===== config.mk =====
export PLATFORM = sky130hd
export DESIGN_NAME = adc_seq_top
export DESIGN_NICKNAME = d
export VERILOG_FILES = /design/src/rtl/adc_seq_pkg.sv /design/src/rtl/adc_seq_regs.sv /design/src/rtl/adc_seq_presc.sv /design/src/rtl/adc_seq_fsm.sv /design/src/rtl/adc_seq_top.sv
export SDC_FILE = /design/constraint.sdc
export NUM_CORES = 1
export LEC_CHECK = 0
export BUFFER_PORTS_ARGS = -buffer_cell sky130_fd_sc_hd__buf_2
export CAP_MARGIN = 10
export CORE_ASPECT_RATIO = 0.8
export CORE_MARGIN = 2
export CORE_UTILIZATION = 45
export DETAILED_ROUTE_END_ITERATION = 12
export PLACE_DENSITY = 0.71
export SETUP_SLACK_MARGIN = 0.2
export SLEW_MARGIN = 0
export SYNTH_ARGS = -nofsm -noshare
export SYNTH_HDL_FRONTEND = slang
export SYNTH_SLANG_ARGS = --single-unit

===== constraint.sdc =====
create_clock -name clk_i -period 3 [get_ports clk_i]
set_input_delay 0.3 -clock clk_i [delete_from_list [all_inputs] [get_ports clk_i]]
set_output_delay 0.3 -clock clk_i [all_outputs]
set_load 0.1 [all_outputs]

===== src/rtl/adc_seq_pkg.sv =====
package adc_seq_pkg;
  localparam int unsigned REG_W     = 8;
  localparam int unsigned PS_W      = 3;
  localparam int unsigned DIV_W     = 7;
  localparam int unsigned FIRST_LEN = 25;
  localparam int unsigned NORM_LEN  = 13;

  localparam int unsigned EN_BIT    = 7;
  localparam int unsigned START_BIT = 6;
  localparam int unsigned AUTO_BIT  = 5;
  localparam int unsigned FLAG_BIT  = 4;
  localparam int unsigned IE_BIT    = 3;

  typedef struct packed {
    logic            en;
    logic            auto_trig;
    logic            ie;
    logic [PS_W-1:0] ps;
  } ctrl_t;

  // terminal count of the divider: 2^max(ps,1) - 1
  function automatic logic [DIV_W-1:0] div_last(input logic [PS_W-1:0] ps);
    logic [DIV_W:0] one;
    int unsigned    sh;
    one = '0;
    one[0] = 1'b1;
    sh = (ps == '0) ? 1 : int'(ps);
    return DIV_W'((one << sh) - 1'b1);
  endfunction
endpackage


===== src/rtl/adc_seq_regs.sv =====
module adc_seq_regs
  import adc_seq_pkg::*;
(
  input  logic             clk_i,
  input  logic             rst_ni,
  input  logic             wr_en_i,
  input  logic [REG_W-1:0] wr_data_i,
  input  logic             done_i,
  input  logic             busy_i,
  output ctrl_t            ctrl_o,
  output logic             flag_o,
  output logic             en_nxt_o,
  output logic             en_rise_o,
  output logic             sw_start_o,
  output logic [REG_W-1:0] rd_data_o
);
  ctrl_t ctrl_q;
  logic  flag_q;

  always_comb begin
    en_nxt_o   = wr_en_i ? wr_data_i[EN_BIT] : ctrl_q.en;
    en_rise_o  = en_nxt_o & ~ctrl_q.en;
    sw_start_o = wr_en_i & wr_data_i[START_BIT];
  end

  always_ff @(posedge clk_i or negedge rst_ni) begin
    if (!rst_ni) begin
      ctrl_q <= '0;
    end else if (wr_en_i) begin
      ctrl_q.en        <= wr_data_i[EN_BIT];
      ctrl_q.auto_trig <= wr_data_i[AUTO_BIT];
      ctrl_q.ie        <= wr_data_i[IE_BIT];
      ctrl_q.ps        <= wr_data_i[PS_W-1:0];
    end
  end

  // hardware set wins over a same-cycle clear
  always_ff @(posedge clk_i or negedge rst_ni) begin
    if (!rst_ni)                                flag_q <= 1'b0;
    else if (done_i)                            flag_q <= 1'b1;
    else if (wr_en_i && wr_data_i[FLAG_BIT])    flag_q <= 1'b0;
  end

  always_comb begin
    rd_data_o            = '0;
    rd_data_o[EN_BIT]    = ctrl_q.en;
    rd_data_o[START_BIT] = busy_i;
    rd_data_o[AUTO_BIT]  = ctrl_q.auto_trig;
    rd_data_o[FLAG_BIT]  = flag_q;
    rd_data_o[IE_BIT]    = ctrl_q.ie;
    rd_data_o[PS_W-1:0]  = ctrl_q.ps;
  end

  assign ctrl_o = ctrl_q;
  assign flag_o = flag_q;

  a_r7_flag_hold: assert property (@(posedge clk_i) disable iff (!rst_ni)
    (flag_q && !done_i && !(wr_en_i && wr_data_i[FLAG_BIT])) |=> flag_q);
endmodule


===== src/rtl/adc_seq_presc.sv =====
module adc_seq_presc
  import adc_seq_pkg::*;
(
  input  logic            clk_i,
  input  logic            rst_ni,
  input  logic            run_i,
  input  logic [PS_W-1:0] ps_i,
  output logic            tick_o
);
  logic [DIV_W-1:0] cnt_q;
  logic [DIV_W-1:0] last;

  assign last   = div_last(ps_i);
  assign tick_o = run_i && (cnt_q == last);

  always_ff @(posedge clk_i or negedge rst_ni) begin
    if (!rst_ni)      cnt_q <= '0;
    else if (!run_i)  cnt_q <= '0;
    else if (tick_o)  cnt_q <= '0;
    else              cnt_q <= cnt_q + 1'b1;
  end

  a_r5_tick_gated: assert property (@(posedge clk_i) disable iff (!rst_ni)
    tick_o |-> run_i);
  a_r5_cnt_bound: assert property (@(posedge clk_i) disable iff (!rst_ni)
    run_i && $stable(ps_i) |-> cnt_q <= last);
endmodule


===== src/rtl/adc_seq_fsm.sv =====
module adc_seq_fsm #(
  parameter int unsigned FIRST_LEN = adc_seq_pkg::FIRST_LEN,
  parameter int unsigned NORM_LEN  = adc_seq_pkg::NORM_LEN
) (
  input  logic clk_i,
  input  logic rst_ni,
  input  logic en_nxt_i,
  input  logic en_rise_i,
  input  logic sw_start_i,
  input  logic auto_i,
  input  logic trig_i,
  input  logic tick_i,
  output logic busy_o,
  output logic done_o,
  output logic sample_o,
  output logic eoc_o
);
  localparam int unsigned MAX_LEN = (FIRST_LEN > NORM_LEN) ? FIRST_LEN : NORM_LEN;
  localparam int unsigned LEN_W   = $clog2(MAX_LEN + 1);

  logic             busy_q, first_q, trig_q, sample_q, eoc_q;
  logic [LEN_W-1:0] cyc_q, len_q;
  logic             trig_rise, start_req, abort, use_first;

  assign trig_rise = trig_i & ~trig_q;
  assign start_req = ~busy_q & en_nxt_i & (sw_start_i | (auto_i & trig_rise));
  assign abort     = busy_q & ~en_nxt_i;
  assign use_first = first_q | en_rise_i;
  assign done_o    = busy_q & en_nxt_i & tick_i & (cyc_q == len_q - 1'b1);

  always_ff @(posedge clk_i or negedge rst_ni) begin
    if (!rst_ni) trig_q <= 1'b0;
    else         trig_q <= trig_i;
  end

  always_ff @(posedge clk_i or negedge rst_ni) begin
    if (!rst_ni)        first_q <= 1'b0;
    else if (en_rise_i) first_q <= 1'b1;
    else if (done_o)    first_q <= 1'b0;
  end

  always_ff @(posedge clk_i or negedge rst_ni) begin
    if (!rst_ni) begin
      busy_q <= 1'b0;
      cyc_q  <= '0;
      len_q  <= LEN_W'(NORM_LEN);
    end else if (start_req) begin
      busy_q <= 1'b1;
      cyc_q  <= '0;
      len_q  <= use_first ? LEN_W'(FIRST_LEN) : LEN_W'(NORM_LEN);
    end else if (abort || done_o) begin
      busy_q <= 1'b0;
      cyc_q  <= '0;
    end else if (busy_q && tick_i) begin
      cyc_q  <= cyc_q + 1'b1;
    end
  end

  always_ff @(posedge clk_i or negedge rst_ni) begin
    if (!rst_ni) begin
      sample_q <= 1'b0;
      eoc_q    <= 1'b0;
    end else begin
      sample_q <= start_req;
      eoc_q    <= done_o;
    end
  end

  assign busy_o   = busy_q;
  assign sample_o = sample_q;
  assign eoc_o    = eoc_q;

  a_r6_eoc_single: assert property (@(posedge clk_i) disable iff (!rst_ni)
    eoc_q |=> !eoc_q);
  a_r9_abort_clean: assert property (@(posedge clk_i) disable iff (!rst_ni)
    abort |=> !busy_q && !eoc_q);
  a_r4_cyc_bound: assert property (@(posedge clk_i) disable iff (!rst_ni)
    busy_q |-> cyc_q < len_q);
  a_r11_no_restart: assert property (@(posedge clk_i) disable iff (!rst_ni)
    busy_q && !done_o && !abort |=> $stable(len_q));
  a_r13_sample_first: assert property (@(posedge clk_i) disable iff (!rst_ni)
    sample_q |-> busy_q && cyc_q == '0);
endmodule


===== src/rtl/adc_seq_top.sv =====
module adc_seq_top
  import adc_seq_pkg::*;
#(
  parameter int unsigned FIRST_CYC = adc_seq_pkg::FIRST_LEN,
  parameter int unsigned NORM_CYC  = adc_seq_pkg::NORM_LEN
) (
  input  logic             clk_i,
  input  logic             rst_ni,
  input  logic             wr_en_i,
  input  logic [REG_W-1:0] wr_data_i,
  output logic [REG_W-1:0] rd_data_o,
  input  logic             trig_i,
  output logic             adc_tick_o,
  output logic             sample_o,
  output logic             eoc_o,
  output logic             irq_o
);
  ctrl_t ctrl;
  logic  flag, en_nxt, en_rise, sw_start, busy, done, tick;

  adc_seq_regs u_regs (
    .clk_i      (clk_i),
    .rst_ni     (rst_ni),
    .wr_en_i    (wr_en_i),
    .wr_data_i  (wr_data_i),
    .done_i     (done),
    .busy_i     (busy),
    .ctrl_o     (ctrl),
    .flag_o     (flag),
    .en_nxt_o   (en_nxt),
    .en_rise_o  (en_rise),
    .sw_start_o (sw_start),
    .rd_data_o  (rd_data_o)
  );

  adc_seq_presc u_presc (
    .clk_i  (clk_i),
    .rst_ni (rst_ni),
    .run_i  (busy),
    .ps_i   (ctrl.ps),
    .tick_o (tick)
  );

  adc_seq_fsm #(
    .FIRST_LEN (FIRST_CYC),
    .NORM_LEN  (NORM_CYC)
  ) u_fsm (
    .clk_i      (clk_i),
    .rst_ni     (rst_ni),
    .en_nxt_i   (en_nxt),
    .en_rise_i  (en_rise),
    .sw_start_i (sw_start),
    .auto_i     (ctrl.auto_trig),
    .trig_i     (trig_i),
    .tick_i     (tick),
    .busy_o     (busy),
    .done_o     (done),
    .sample_o   (sample_o),
    .eoc_o      (eoc_o)
  );

  assign adc_tick_o = tick;
  assign irq_o      = flag & ctrl.ie;

  a_r2_busy_needs_en: assert property (@(posedge clk_i) disable iff (!rst_ni)
    busy |-> ctrl.en);
  a_r6_flag_with_eoc: assert property (@(posedge clk_i) disable iff (!rst_ni)
    eoc_o |-> rd_data_o[FLAG_BIT]);
  a_r8_irq_ie: assert property (@(posedge clk_i) disable iff (!rst_ni)
    irq_o |-> rd_data_o[IE_BIT] && rd_data_o[FLAG_BIT]);
endmodule


## Word-level counts from Yosys, hierarchy flattened

Cells that the tools add are included.

- Shift operators: 1
- Bitwise logic cells: 17
- Add/sub/neg operators: 4
- Equality and inequality tests: 2
- Multiplexer cells: 14
- Reduce and logical (&&, ||, !) cells: 9

Operators with widths:

| operator | number |
|---|---|
| 1-bit by 32-bit << shifter with 7-bit output, first input constant | 1 |
| 5-bit 2-to-1 mux | 4 |
| 7-bit 2-to-1 mux | 2 |
| 1-bit bitwise AND | 11 |
| 7-bit by 1-bit adder with 7-bit output, second input constant | 1 |
| 7-bit equality test | 1 |
| 1-bit 2-to-1 mux | 7 |
| 7-bit by 1-bit subtractor with 7-bit output, second input constant | 1 |
| 2-bit nonzero test | 3 |
| 5-bit by 1-bit adder with 5-bit output, second input constant | 1 |
| 5-bit equality test | 1 |
| 5-bit by 1-bit subtractor with 5-bit output, second input constant | 1 |
| 1-bit NOT | 4 |
| 1-bit logical AND | 3 |
| 3-bit logical NOT | 1 |
| 3-bit 2-to-1 mux | 1 |
| 3-bit nonzero test | 1 |
| 1-bit OR | 2 |
| 1-bit logical OR | 1 |

- Word-level logic and storage cells: 60
- Register bits: 29
- Input bits: 12
- Output and inout port bits: 12

## Longest topological paths before layout

- Depth in word-level cells: 11
- Depth in mapped cells: 9

## Cells and area by module

Synthesis repeated with hierarchy kept, for this count alone.

- Cells, all modules: 132
- Area, all modules: 1405.1 sq um

Modules (own cells, without submodules):

| module | cells each | times used | area an instance (sq um) |
|---|---|---|---|
| adc_seq_fsm | 51 | 1 | 558.0 |
| adc_seq_presc | 52 | 1 | 484.2 |
| adc_seq_regs | 28 | 1 | 356.6 |
| adc_seq_top | 1 | 1 | 6.3 |

## Worst setup path before layout

No wires, ideal clock.

- Path type: register -> output
- From: register u_regs.ctrl_q (netlist bit u_regs.ctrl_o[2])
- To: output port adc_tick_o
- Arrival: 3.452 ns
- Cell stages (with the launch flop): 9
- Data required time: 2.700 ns
- Path slack: -0.752 ns
- Path through: dfrtp_1 > buf_2 > or2_2 > ha_1 > xor2_1 > mux2i_1 > o21bai_1 > buf_6 > nor2_1

- Longest elaborated chain between the ends: 6

Ends and longest elaborated chain:

| item | line | source |
|---|---|---|
| start: declaration | adc_seq_regs.sv:17 | `ctrl_t ctrl_q;` |
| 3-bit logical NOT | adc_seq_pkg.sv:27 | `sh = (ps == '0) ? 1 : int'(ps);` |
| 3-bit 2-to-1 mux * | adc_seq_pkg.sv:27 |  |
| 1-bit by 32-bit << shifter with 7-bit output * | adc_seq_pkg.sv:28 | `return DIV_W'((one << sh) - 1'b1);` |
| 7-bit by 1-bit subtractor with 7-bit output * | adc_seq_pkg.sv:28 |  |
| 7-bit equality test * | adc_seq_presc.sv:14 | `assign tick_o = run_i && (cnt_q == last);` |
| 1-bit logical AND * | adc_seq_presc.sv:14 |  |
| end: declaration | adc_seq_top.sv:13 | `output logic adc_tick_o,` |

Mark *: on every way between the ends. The rest lies on a longest branch, timed or not.

## Worst setup path after layout

- From: register u_regs.ctrl_q (netlist bit u_regs.ctrl_o[1])
- To: output port adc_tick_o

The elaborated chain is that of the path after synthesis.

==> qor.yml <==
critical_path:
  r2r_slack_ns: 0.40
  crit_required_ns: 2.70
  critPathKind: "reg -> out"
  reg2reg_from: "u_regs.ctrl_o[1]$_DFFE_PN0P_"
  r2r_cells: 8
  arrival_ns: 2.38
  worstPathMaxFanout: 8
  r2r_end: "u_fsm.cyc_q[4]$_DFFE_PN0P_"
  crit_path_end_kind: "primary output"
  start_kind: "register"
final_layout:
  layout_commonest_cell: "dfrtp_1"
  drive_gt1_share_pct: 30.8
  area_delta_synth_final_pct: 15.3
  nNetsFinal: 163
  fin_area_um2: 1540
  stdcell_count: 184
  antennaDiodeCount: 0
  layout_common_cells: "23 x dfrtp_1, 22 x buf_2, 9 x nor2_1, 7 x inv_1"
yosys:
  synth_area_leaders: "dfrtp_1 47%, mux2_2 4.2%, xnor2_1 3.9%, ha_1 3.7%, xor2_1 3.3%"
  syn_inst: 125
  ys_warn_count: 0
  ys_seq_elements: 26
  yosysSeqAreaShare_pct: 48.7
  async_reset_ff_share_pct: 100
  yosysTopAreaCellShare_pct: 46.8
  synth-main-ff-cell: "dfrtp_1"
  yosys.area.top_type: "dfrtp_1"
  postSynthAreaPerCell_um2: 10.7
  synth_cell_types: 42
  synth_edf_count: 0
  syn_area_um2: 1340
  synth.net_count: 141
die:
  core_um2: 2790
  num_rows: 17
  die_w_um: 65.0
  start_util_pct: 48.0
  dieArea_um2: 3430
  io_pins: 24
  fp.dieH_um: 52.8
detailed_routing:
  drt_wl_total_mm: 2.59
  post_drt_wl_per_cell_um: 14.1
  vias: 962
  antenna_left: 0
  wl_met1_mm: 1.19
  remaining_drc_errors: 0
  wl_met3_um: 150
  avgViaCountPerCell: 5.23
  topRoutingLayerUsed: "met4"
  first_pass_iters: 4
  met2_length_mm: 1.22
  first_iter_violations: 35
global_route:
  grt-ovfl-total: 0
  grt_max_degree: 27
  antenna_found_initial: 0
  global_route.usage.total_pct: 17.7
  grt_pass1_wl_mm: 4.49
  grt_pass1_vias: 1000
clocking:
  cts_buffers: 3
  clockBufferDepth: 2
  cts.reportedPaths.clkPinSlew_ns: 0.09
  htree_levels: 1
  root_buffer: "clkbuf_8"
  clk_latency_ns: 0.27
  cts_tree: "built"
  postCtsSetupBuffers: 0
  cts_hold_buf: 0
  cts_sinks: 26
placed_design:
  placed_area_um2: 1470
  gp_congestion: 0.734
  dpl.cell_count: 180
  dp_hpwl_mm: 1.93
  io_buffers: 23
sta:
  slew_viol_final: 0
  max_slew_margin_pct: 32.8
  setup_viol: 0
  hold_viol_final: 0
  worst_pin_slew_ns: 1.01
  fmax_mhz: 373
  fin_setup_tns_ns: 0
  skew_ns: 0.00594
  min_period_ns: 2.68
  grt_setup_unrepaired: "false"
  finalCritPeriodShare_pct: 89.3
pwr:
  pwr-share-seq_pct: 45.6
  combPwrFrac_pct: 20.3
  sw_frac_of_total_pct: 30.8
  p_per_area_nw_per_um2: 548
  p_switching_mw: 0.260
  p_leak_nw: 0.700
  clock_power_share_pct: 34.2
  peakVddDrop_uv: 344
  intPower_mw: 0.585
flow_run:
  drv_cap: 0
min_path:
  min_path_type: "in -> async"
status:
  status: "complete, no violations"
[layer usage]
| metal | up-vias | GRT usage, % |
|---|---|---|
| met5 | - | 0 |
| met4 | 0 | 7.09 |
| met3 | 4 | 5.38 |
| met2 | 26 | 30.1 |
| met1 | 454 | 21.1 |
| li1 | 478 | - |
[worst max-delay path, cell delays in order, from the launching register on]
cell      delay [ns]
dfrtp_2         0.47
or2_2           0.31
ha_1            0.19
xor2_1          0.21
mux2i_1         0.30
o21bai_1        0.19
nor2_4          0.13
buf_4           0.30
[synth_stat cells (3+ instances only)]
cell / number
xor2_1: 5
xnor2_1: 6
o21ai_0: 4
a21oi_1: 6
inv_1: 7
buf_4: 3
mux2i_1: 3
buf_2: 3
nand3_1: 6
ha_1: 4
mux2_2: 5
nor2_1: 10
nand2_1: 5
dfrtp_1: 25
o31ai_1: 3
[metrics by stage]
stage | worst slack (ns) | power [mW] | hold WS [ns] | util [%]
3_3_place_gp | 0.592 | 0.559 | 0.325 | 52.7
3_5_place_dp | 0.472 | 0.564 | 0.332 | 52.7
2_1_floorplan | 0.222 | 0.529 | 0.00441 | -
5_1_grt | 0.211 | 0.882 | 0.0568 | 55.4
6_report | 0.321 | 0.845 | 0.00841 | 55.4
4_1_cts | 0.328 | 0.855 | 0.0284 | 55.4
[power groups by stage]
stage / Clock, mW / Sequential (mW) / Combinational (mW)
after global routing: 0.310 / 0.388 / 0.184
after detailed placement: 0 / 0.392 / 0.172
after global placement: 0 / 0.390 / 0.169
after floorplan: 0 / 0.443 / 0.0866
after CTS: 0.297 / 0.385 / 0.173
final: 0.289 / 0.385 / 0.171
[cell type report]
class                      instances  area [um2]
clock buffer                       3        41.3
clock inverter                     1        30.0
fill                             265        1240
inverter                           7        26.3
multi-input combinational         85         618
sequential                        26         654
tap                               38        47.5
timing repair buffer              24         125
[registers in the layout (all words and copies together) (netlist names), 2 cells and up]
name,cells
u_regs.ctrl_o,6
u_presc.cnt_q,7
u_fsm.len_q,2
u_fsm.cyc_q,5
[worst max-delay path by stage]
stage	start	depth (start not counted)	endpoint	slack, ns
2_1_floorplan	u_regs.ctrl_o[2]$_DFFE_PN0P_	8	adc_tick_o	0.22
3_3_place_gp	u_regs.ctrl_o[1]$_DFFE_PN0P_	8	u_fsm.cyc_q[3]$_DFFE_PN0P_	0.59
3_5_place_dp	u_regs.ctrl_o[2]$_DFFE_PN0P_	8	u_fsm.cyc_q[3]$_DFFE_PN0P_	0.47
4_1_cts	u_regs.ctrl_o[1]$_DFFE_PN0P_	7	adc_tick_o	0.33
5_1_grt	u_regs.ctrl_o[2]$_DFFE_PN0P_	7	adc_tick_o	0.21
6_report	u_regs.ctrl_o[1]$_DFFE_PN0P_	7	adc_tick_o	0.32
[kinds of logic (layout without fill, tap and decap cells)]
kind of cell               Yosys count  count (layout)  synth area share, %
adders and majority gates            4               4                 3.74
AOI/OAI and AO/OA                   26              26                 13.8
DFF                                 26              26                 48.7
muxes                                8               8                 6.45
buffers and inverters               14              35                 5.61
and+or+nand+nor                     35              35                 14.2
xor gates and xnor gates            11              11                 7.20
other                                1               1                0.280
[timing repair]
action                                  4_1_cts  5_1_grt
endpoints found under the setup margin        1        0
hold endpoints to repair                      0        0
gates resized for setup                       1        0
(Power assumes the default switching activity.)
